--- config.mk ---
export PLATFORM = sky130hd
export DESIGN_NAME = pwm_pair_unit
export DESIGN_NICKNAME = d
export VERILOG_FILES = /design/src/rtl/pwm_pair_pkg.sv /design/src/rtl/pwm_prescaler.sv /design/src/rtl/pwm_pair_core.sv /design/src/rtl/pwm_low_side.sv /design/src/rtl/pwm_pair_unit.sv
export SDC_FILE = /design/constraint.sdc
export NUM_CORES = 1
export LEC_CHECK = 0
export ABC_AREA = 1
export CAP_MARGIN = 20
export CELL_PAD_IN_SITES_DETAIL_PLACEMENT = 1
export CELL_PAD_IN_SITES_GLOBAL_PLACEMENT = 1
export CORE_MARGIN = 10
export CORE_UTILIZATION = 25
export CTS_CLUSTER_SIZE = 30
export DETAILED_ROUTE_END_ITERATION = 7
export PLACE_DENSITY = 0.57
export SYNTH_ARGS = -nofsm -noshare
export SYNTH_HDL_FRONTEND = slang
export SYNTH_SLANG_ARGS = --single-unit
--- constraint.sdc ---
create_clock -name clk -period 5 [get_ports clk]
set_input_delay 1 -clock clk [delete_from_list [all_inputs] [get_ports clk]]
set_output_delay 1 -clock clk [all_outputs]
set_load 0.02 [all_outputs]
--- src/rtl/pwm_pair_pkg.sv ---
`timescale 1ns/1ps
package pwm_pair_pkg;
  localparam int CTRL_EN_BIT   = 0;
  localparam int CTRL_DIV_LSB  = 1;
  localparam int DIV_W         = 3;
  localparam int CTRL_SAFE_BIT = 4;
  localparam int CTRL_W        = 5;
  localparam logic [15:0] CTRL_RESET = 16'h0012;
  localparam int PS_CNT_W      = 1 << DIV_W;

  localparam int F_RISE = 0;
  localparam int F_FALL = 1;
  localparam int F_LOW  = 2;
  localparam int F_LEN  = 3;

  // low bits of the prescale count that must all be set for a tick
  function automatic logic [PS_CNT_W-1:0] div_mask(input logic [DIV_W-1:0] code);
    return {PS_CNT_W{1'b1}} >> (PS_CNT_W - 1 - int'(code));
  endfunction

  // output level update: a fall event beats a rise event
  function automatic logic next_level(input logic cur, input logic rise, input logic fall);
    if (fall) return 1'b0;
    if (rise) return 1'b1;
    return cur;
  endfunction

  // register address of a field; pairs with a low side use four slots
  function automatic int reg_addr(input int n_lo, input int pair, input int field);
    if (pair < n_lo) return 1 + 4 * pair + field;
    return 1 + 4 * n_lo + 3 * (pair - n_lo) + ((field == F_LEN) ? 2 : field);
  endfunction

  function automatic int clr_addr(input int n_lo, input int n_pairs);
    return 1 + 4 * n_lo + 3 * (n_pairs - n_lo);
  endfunction
endpackage

--- src/rtl/pwm_prescaler.sv ---
`timescale 1ns/1ps
module pwm_prescaler
  import pwm_pair_pkg::*;
#(
  parameter int CODE_W = DIV_W
) (
  input  logic              clk,
  input  logic              rst_n,
  input  logic              en,
  input  logic [CODE_W-1:0] code,
  output logic              tick
);
  localparam int CW = 1 << CODE_W;

  logic [CW-1:0] cnt_q;
  logic [CW-1:0] mask;

  assign mask = CW'(div_mask(DIV_W'(code)));
  assign tick = en && ((cnt_q & mask) == mask);

  always_ff @(posedge clk or negedge rst_n) begin
    if (!rst_n)  cnt_q <= '0;
    else if (en) cnt_q <= cnt_q + CW'(1);
    else         cnt_q <= '0;
  end


  tick_gap_chk: assert property (@(posedge clk) disable iff (!rst_n)
    tick |=> !tick);

  tick_needs_en_chk: assert property (@(posedge clk) disable iff (!rst_n)
    !en |=> (cnt_q == '0));
endmodule

--- src/rtl/pwm_pair_core.sv ---
`timescale 1ns/1ps
module pwm_pair_core
  import pwm_pair_pkg::*;
#(
  parameter int TW = 16
) (
  input  logic          clk,
  input  logic          rst_n,
  input  logic          en,
  input  logic          tick,
  input  logic [TW-1:0] rise_sh,
  input  logic [TW-1:0] fall_sh,
  input  logic [TW-1:0] len_sh,
  output logic [TW-1:0] timer,
  output logic          hi,
  output logic          hi_fall,
  output logic          wrap
);
  logic [TW-1:0] rise_a, fall_a, len_a, timer_q;
  logic          hi_q;
  logic          rise_hit, fall_hit;

  assign rise_hit = tick && (timer_q == rise_a);
  assign fall_hit = tick && (timer_q == fall_a);
  assign wrap     = tick && (timer_q == len_a);
  assign hi_fall  = hi_q && fall_hit;
  assign timer    = timer_q;
  assign hi       = hi_q;

  always_ff @(posedge clk or negedge rst_n) begin
    if (!rst_n) begin
      rise_a  <= '0;
      fall_a  <= '0;
      len_a   <= '0;
      timer_q <= '0;
      hi_q    <= 1'b0;
    end else if (!en) begin
      rise_a  <= rise_sh;
      fall_a  <= fall_sh;
      len_a   <= len_sh;
      timer_q <= '0;
      hi_q    <= 1'b0;
    end else begin
      hi_q <= next_level(hi_q, rise_hit, fall_hit);
      if (wrap) begin
        rise_a  <= rise_sh;
        fall_a  <= fall_sh;
        len_a   <= len_sh;
        timer_q <= '0;
      end else if (tick) begin
        timer_q <= timer_q + TW'(1);
      end
    end
  end


  timer_range_chk: assert property (@(posedge clk) disable iff (!rst_n)
    timer_q <= len_a);

  timer_hold_chk: assert property (@(posedge clk) disable iff (!rst_n)
    (en && !tick) |=> $stable(timer_q));

  hi_rise_chk: assert property (@(posedge clk) disable iff (!rst_n)
    $rose(hi_q) |-> $past(tick && (timer_q == rise_a)));

  disabled_clear_chk: assert property (@(posedge clk) disable iff (!rst_n)
    !en |=> (timer_q == '0 && !hi_q));
endmodule

--- src/rtl/pwm_low_side.sv ---
`timescale 1ns/1ps
module pwm_low_side
  import pwm_pair_pkg::*;
#(
  parameter int TW = 16
) (
  input  logic          clk,
  input  logic          rst_n,
  input  logic          en,
  input  logic          tick,
  input  logic          wrap,
  input  logic          hi_fall,
  input  logic [TW-1:0] timer,
  input  logic [TW-1:0] low_sh,
  output logic          lo
);
  logic [TW-1:0] low_a;
  logic          lo_q;
  logic          clr_evt;

  assign clr_evt = hi_fall || (tick && (timer == low_a));
  assign lo      = lo_q;

  always_ff @(posedge clk or negedge rst_n) begin
    if (!rst_n) begin
      low_a <= '0;
      lo_q  <= 1'b0;
    end else if (!en) begin
      low_a <= low_sh;
      lo_q  <= 1'b0;
    end else begin
      if (wrap) low_a <= low_sh;
      lo_q <= next_level(lo_q, wrap, clr_evt);
    end
  end


  lo_rise_chk: assert property (@(posedge clk) disable iff (!rst_n)
    $rose(lo_q) |-> $past(wrap));

  lo_follow_chk: assert property (@(posedge clk) disable iff (!rst_n)
    hi_fall |=> !lo_q);
endmodule

--- src/rtl/pwm_pair_unit.sv ---
`timescale 1ns/1ps
module pwm_pair_unit
  import pwm_pair_pkg::*;
#(
  parameter int NUM_PAIRS = 3,
  parameter int NUM_LO    = 2,
  parameter int TW        = 16,
  parameter int AW        = 4
) (
  input  logic                 clk,
  input  logic                 rst_n,
  input  logic                 wr_en,
  input  logic [AW-1:0]        wr_addr,
  input  logic [TW-1:0]        wr_data,
  output logic [NUM_PAIRS-1:0] pwm_hi,
  output logic [NUM_LO-1:0]    pwm_lo,
  output logic [NUM_PAIRS-1:0] irq
);
  localparam int CLR_ADDR = clr_addr(NUM_LO, NUM_PAIRS);

  logic [CTRL_W-1:0]    ctrl_q;
  logic                 ctrl_en, ctrl_safe;
  logic [DIV_W-1:0]     div_code;
  logic [TW-1:0]        sh_rise [NUM_PAIRS];
  logic [TW-1:0]        sh_fall [NUM_PAIRS];
  logic [TW-1:0]        sh_len  [NUM_PAIRS];
  logic [TW-1:0]        sh_low  [NUM_LO];
  logic                 tick;
  logic [TW-1:0]        timer_w [NUM_PAIRS];
  logic [NUM_PAIRS-1:0] hi_w, hi_fall_w, wrap_w, irq_q;
  logic [NUM_LO-1:0]    lo_w;
  logic                 clr_wr;

  assign ctrl_en   = ctrl_q[CTRL_EN_BIT];
  assign ctrl_safe = ctrl_q[CTRL_SAFE_BIT];
  assign div_code  = ctrl_q[CTRL_DIV_LSB +: DIV_W];
  assign clr_wr    = wr_en && (wr_addr == AW'(CLR_ADDR));

  always_ff @(posedge clk or negedge rst_n) begin
    if (!rst_n) begin
      ctrl_q <= CTRL_RESET[CTRL_W-1:0];
      for (int p = 0; p < NUM_PAIRS; p++) begin
        sh_rise[p] <= '0;
        sh_fall[p] <= '0;
        sh_len[p]  <= '0;
      end
      for (int p = 0; p < NUM_LO; p++) sh_low[p] <= '0;
    end else if (wr_en) begin
      if (wr_addr == '0) ctrl_q <= wr_data[CTRL_W-1:0];
      for (int p = 0; p < NUM_PAIRS; p++) begin
        if (wr_addr == AW'(reg_addr(NUM_LO, p, F_RISE))) sh_rise[p] <= wr_data;
        if (wr_addr == AW'(reg_addr(NUM_LO, p, F_FALL))) sh_fall[p] <= wr_data;
        if (wr_addr == AW'(reg_addr(NUM_LO, p, F_LEN)))  sh_len[p]  <= wr_data;
      end
      for (int p = 0; p < NUM_LO; p++)
        if (wr_addr == AW'(reg_addr(NUM_LO, p, F_LOW))) sh_low[p] <= wr_data;
    end
  end

  always_ff @(posedge clk or negedge rst_n) begin
    if (!rst_n) irq_q <= '0;
    else        irq_q <= wrap_w | (clr_wr ? '0 : irq_q);
  end

  pwm_prescaler #(.CODE_W(DIV_W)) u_presc (
    .clk  (clk),
    .rst_n(rst_n),
    .en   (ctrl_en),
    .code (div_code),
    .tick (tick)
  );

  for (genvar p = 0; p < NUM_PAIRS; p++) begin : g_pair
    pwm_pair_core #(.TW(TW)) u_core (
      .clk    (clk),
      .rst_n  (rst_n),
      .en     (ctrl_en),
      .tick   (tick),
      .rise_sh(sh_rise[p]),
      .fall_sh(sh_fall[p]),
      .len_sh (sh_len[p]),
      .timer  (timer_w[p]),
      .hi     (hi_w[p]),
      .hi_fall(hi_fall_w[p]),
      .wrap   (wrap_w[p])
    );

    if (p < NUM_LO) begin : g_lo
      pwm_low_side #(.TW(TW)) u_low (
        .clk    (clk),
        .rst_n  (rst_n),
        .en     (ctrl_en),
        .tick   (tick),
        .wrap   (wrap_w[p]),
        .hi_fall(hi_fall_w[p]),
        .timer  (timer_w[p]),
        .low_sh (sh_low[p]),
        .lo     (lo_w[p])
      );
    end


    irq_set_chk: assert property (@(posedge clk) disable iff (!rst_n)
      wrap_w[p] |=> irq_q[p]);

    irq_sticky_chk: assert property (@(posedge clk) disable iff (!rst_n)
      (irq_q[p] && !clr_wr) |=> irq_q[p]);

    wrap_zero_chk: assert property (@(posedge clk) disable iff (!rst_n)
      wrap_w[p] |=> (timer_w[p] == '0));
  end

  assign pwm_hi = ctrl_safe ? '0 : hi_w;
  assign pwm_lo = ctrl_safe ? '0 : lo_w;
  assign irq    = irq_q;


  safe_quiet_chk: assert property (@(posedge clk) disable iff (!rst_n)
    $past(wr_en && wr_addr == '0 && wr_data[CTRL_SAFE_BIT]) |-> (pwm_hi == '0 && pwm_lo == '0));
endmodule

==> flow_summary.yaml <==
status:
  outcome: "finished clean"
clocking:
  cts.sinks: 421
  tritoncts: "done"
  cts-htree-levels: 2
  clk_pin_slew_ps: 70
  postCtsHoldBufs: 0
  clock_latency_ps: 590
  clock_path_buffers: 3
  post-cts-setup-buffers: 0
  cts_resized: 0
  root_buffer: "clkbuf_16"
  cts_buffers: 49
synthesis:
  syn_inst: 2499
  synthTopCellsByArea: "dfrtp_1 (51%), nand2_1 (15%), nand3_1 (5.7%)"
  synth_edf_count: 0
  synth-seq-cells: 421
  yosys_warnings: 0
  syn_nets: 2526
  synth_top_area_frac: 0.515
  yosysTopAreaCell: "dfrtp_1"
  synth-async-reset-ratio: 1.00
  ys_seq_area_frac: 0.517
  synth_area_per_cell_sq_um: 8.15
  synthFlopType: "dfrtp_1"
  syn-cell-area_sq_um: 20400
  ys_types: 33
power:
  total_leakage_power_nw: 11.1
  peakVddDrop_mv: 0.199
  p_per_area_nw_per_um2: 461
routing:
  finalWirelength_microns: 64900
  dr.pass1.iters: 5
  vias: 16300
  drcViolationCount: 0
  antenna_left: 0
  wl_per_cell_microns: 18.4
  vias_per_cell: 4.60
  drt_iter0_drc: 861
job:
  max_cap_violations: 0
timing:
  worstMarginPinSlew_ps: 1110
  hold_viol: 0
  fmax_ghz: 0.337
  rsz0062_at_grt: "no"
  fin_setup_tns_ps: 0
  setup_viol: 0
  fin_crit_ps: 2970
  period_share: 0.593
  maxSlewHeadroom: 0.260
  skew_ps: 17.1
  drv_slew: 0
cells_and_area:
  drive_above_1_share: 0.0664
  syn2layout_area_growth_pct: 13.9
  final_util: 0.288
  nNetsFinal: 2458
global_route:
  busiest_layer: "met2"
  grt_use_met1: 0.179
  grt_pass1_vias: 17300
  grt_pass1_wl_microns: 102000
  gr-usage-met2: 0.237
  grt_max_degree: 144
  groute.layer.met3.usage: 0.0202
  antenna_found_initial: 3
  grt-ovfl-total: 0
  track_usage: 0.139
floorplanning:
  dieArea_sq_um: 93300
  fp.dieW_microns: 305
  num_rows: 104
  top_level_ports: 31
  fp.dieH_microns: 305
  start_util: 0.253
  coreArea_sq_um: 80700
critical_path:
  reg2reg_slack_ps: 2060
  critPathArrivalTime_ps: 1970
  crit_fanout: 6
  critPathRequiredTime_ps: 4000
  critPathCaptureType: "output port"
  criticalPathCategory: "register to output port"
  startpoint_type: "register"
hold_path:
  hold_path_class: "input port to asynchronous set/reset pin"
placement:
  numPortBuffers: 30
  dpl.hpwl_microns: 41100
  place_congestion: 0.768
[cell usage in the layout (no fill, tap or decap), types with 3 or more instances in the layout]
| cell | instances |
|---|---|
| a21oi_1 | 75 |
| buf_12 | 5 |
| buf_16 | 4 |
| buf_4 | 10 |
| buf_8 | 5 |
| bufinv_16 | 7 |
| clkbuf_1 | 11 |
| clkbuf_16 | 51 |
| clkbuf_8 | 8 |
| clkdlybuf4s50_1 | 29 |
| clkinv_2 | 8 |
| dfrtp_1 | 418 |
| ha_1 | 4 |
| inv_1 | 154 |
| inv_2 | 7 |
| nand2_1 | 810 |
| nand2_4 | 3 |
| nand3_1 | 232 |
| nand3_2 | 27 |
| nand4_1 | 54 |
| nor2_1 | 208 |
| nor2_2 | 5 |
| nor3_1 | 11 |
| o21ai_0 | 135 |
| or2_2 | 11 |
| xnor2_1 | 104 |
| xor2_1 | 56 |
[layer usage]
layer,vias to the layer above,routed length (microns)
met4,0,1710
met1,8223,30100
li1,7731,-
met2,219,30800
met3,79,2230
met5,-,0
[path summary, 6_finish.rpt]
kind / from / endpoint / depth (start not counted)
max: ctrl_q[4]$_DFFE_PN1P_ / pwm_hi[2] / 2
min: rst_n / sh_len[23]$_DFFE_PN0P_ / 1
max reg2reg: ctrl_q[0]$_DFFE_PN0P_ / g_pair[0].u_core.fall_a[13]$_DFFE_PN0P_ / 7
min reg2reg: sh_fall[8]$_DFFE_PN0P_ / g_pair[2].u_core.fall_a[8]$_DFFE_PN0P_ / 2
max in group asynchronous: rst_n / sh_len[15]$_DFFE_PN0P_ / 2
min in group clk: sh_fall[8]$_DFFE_PN0P_ / g_pair[2].u_core.fall_a[8]$_DFFE_PN0P_ / 2
[through the flow]
step	cell area [sq um]	setup WS (ps)	power, mW	hold WS (ps)	std cells
floorplan	20400	3030	6.21	442	2499
global placement	21300	1660	6.84	452	3431
detailed placement	21400	1630	6.95	457	3434
CTS	23100	1970	10.9	344	3523
global route	23200	1800	11.4	370	3529
finish	23200	2030	10.7	354	3531
[sequential cells by signal, summed over array words and instances (netlist names)]
name and count:
g_pair.g_lo.u_low.low_a 32, g_pair.g_lo.u_low.lo 2, sh_low 32, g_pair.u_core.fall_a 48
u_presc.cnt_q 8, g_pair.u_core.timer 48, ctrl_q 5, g_pair.u_core.rise_a 48
sh_fall 48, sh_len 48, irq 3, sh_rise 48
g_pair.u_core.hi 3, g_pair.u_core.len_a 48
[cells in the mapped netlist (13+ instances only)]
library cell	count
nand2_1	810
dfrtp_1	419
nand3_1	232
nor2_1	212
inv_1	154
o21ai_0	135
xnor2_1	104
a21oi_1	75
clkbuf_1	74
buf_2	57
xor2_1	56
nand4_1	54
nand3_2	27
buf_4	14
buf_1	13
buf_6	13
[layout make-up]
class,instances,area [sq um]
clock buffers,70,1430
repair buffers,54,662
multi-input cells,1743,8350
flip-flops and latches,421,10500
fillers,9513,57500
well taps,1060,1330
diodes,2,5.00
clock inverters,19,283
inverters,162,608
[kinds of logic after synthesis]
| kind of cell | count (synthesis) | share of synthesized area |
|---|---|---|
| DFF | 421 | 0.517 |
| buffers and inverters | 335 | 0.0732 |
| and+or+nand+nor | 1365 | 0.285 |
| AOI/OAI and AO/OA | 214 | 0.0530 |
| xor gates and xnor gates | 160 | 0.0688 |
| adders and majority gates | 4 | 0.00246 |
[critical path, stage by stage, from the launching register on]
cell	delay [ps]
dfstp_2	700
nor2_1	100
clkdlybuf4s50_1	570
[power breakdown]
part,internal [mW],switching (mW),total (mW)
registers,4.20,0.606,4.80
clock network,2.34,1.50,3.85
logic,0.805,1.25,2.06
total,7.35,3.36,10.7
Note: power is estimated with default switching activity, not from simulation.
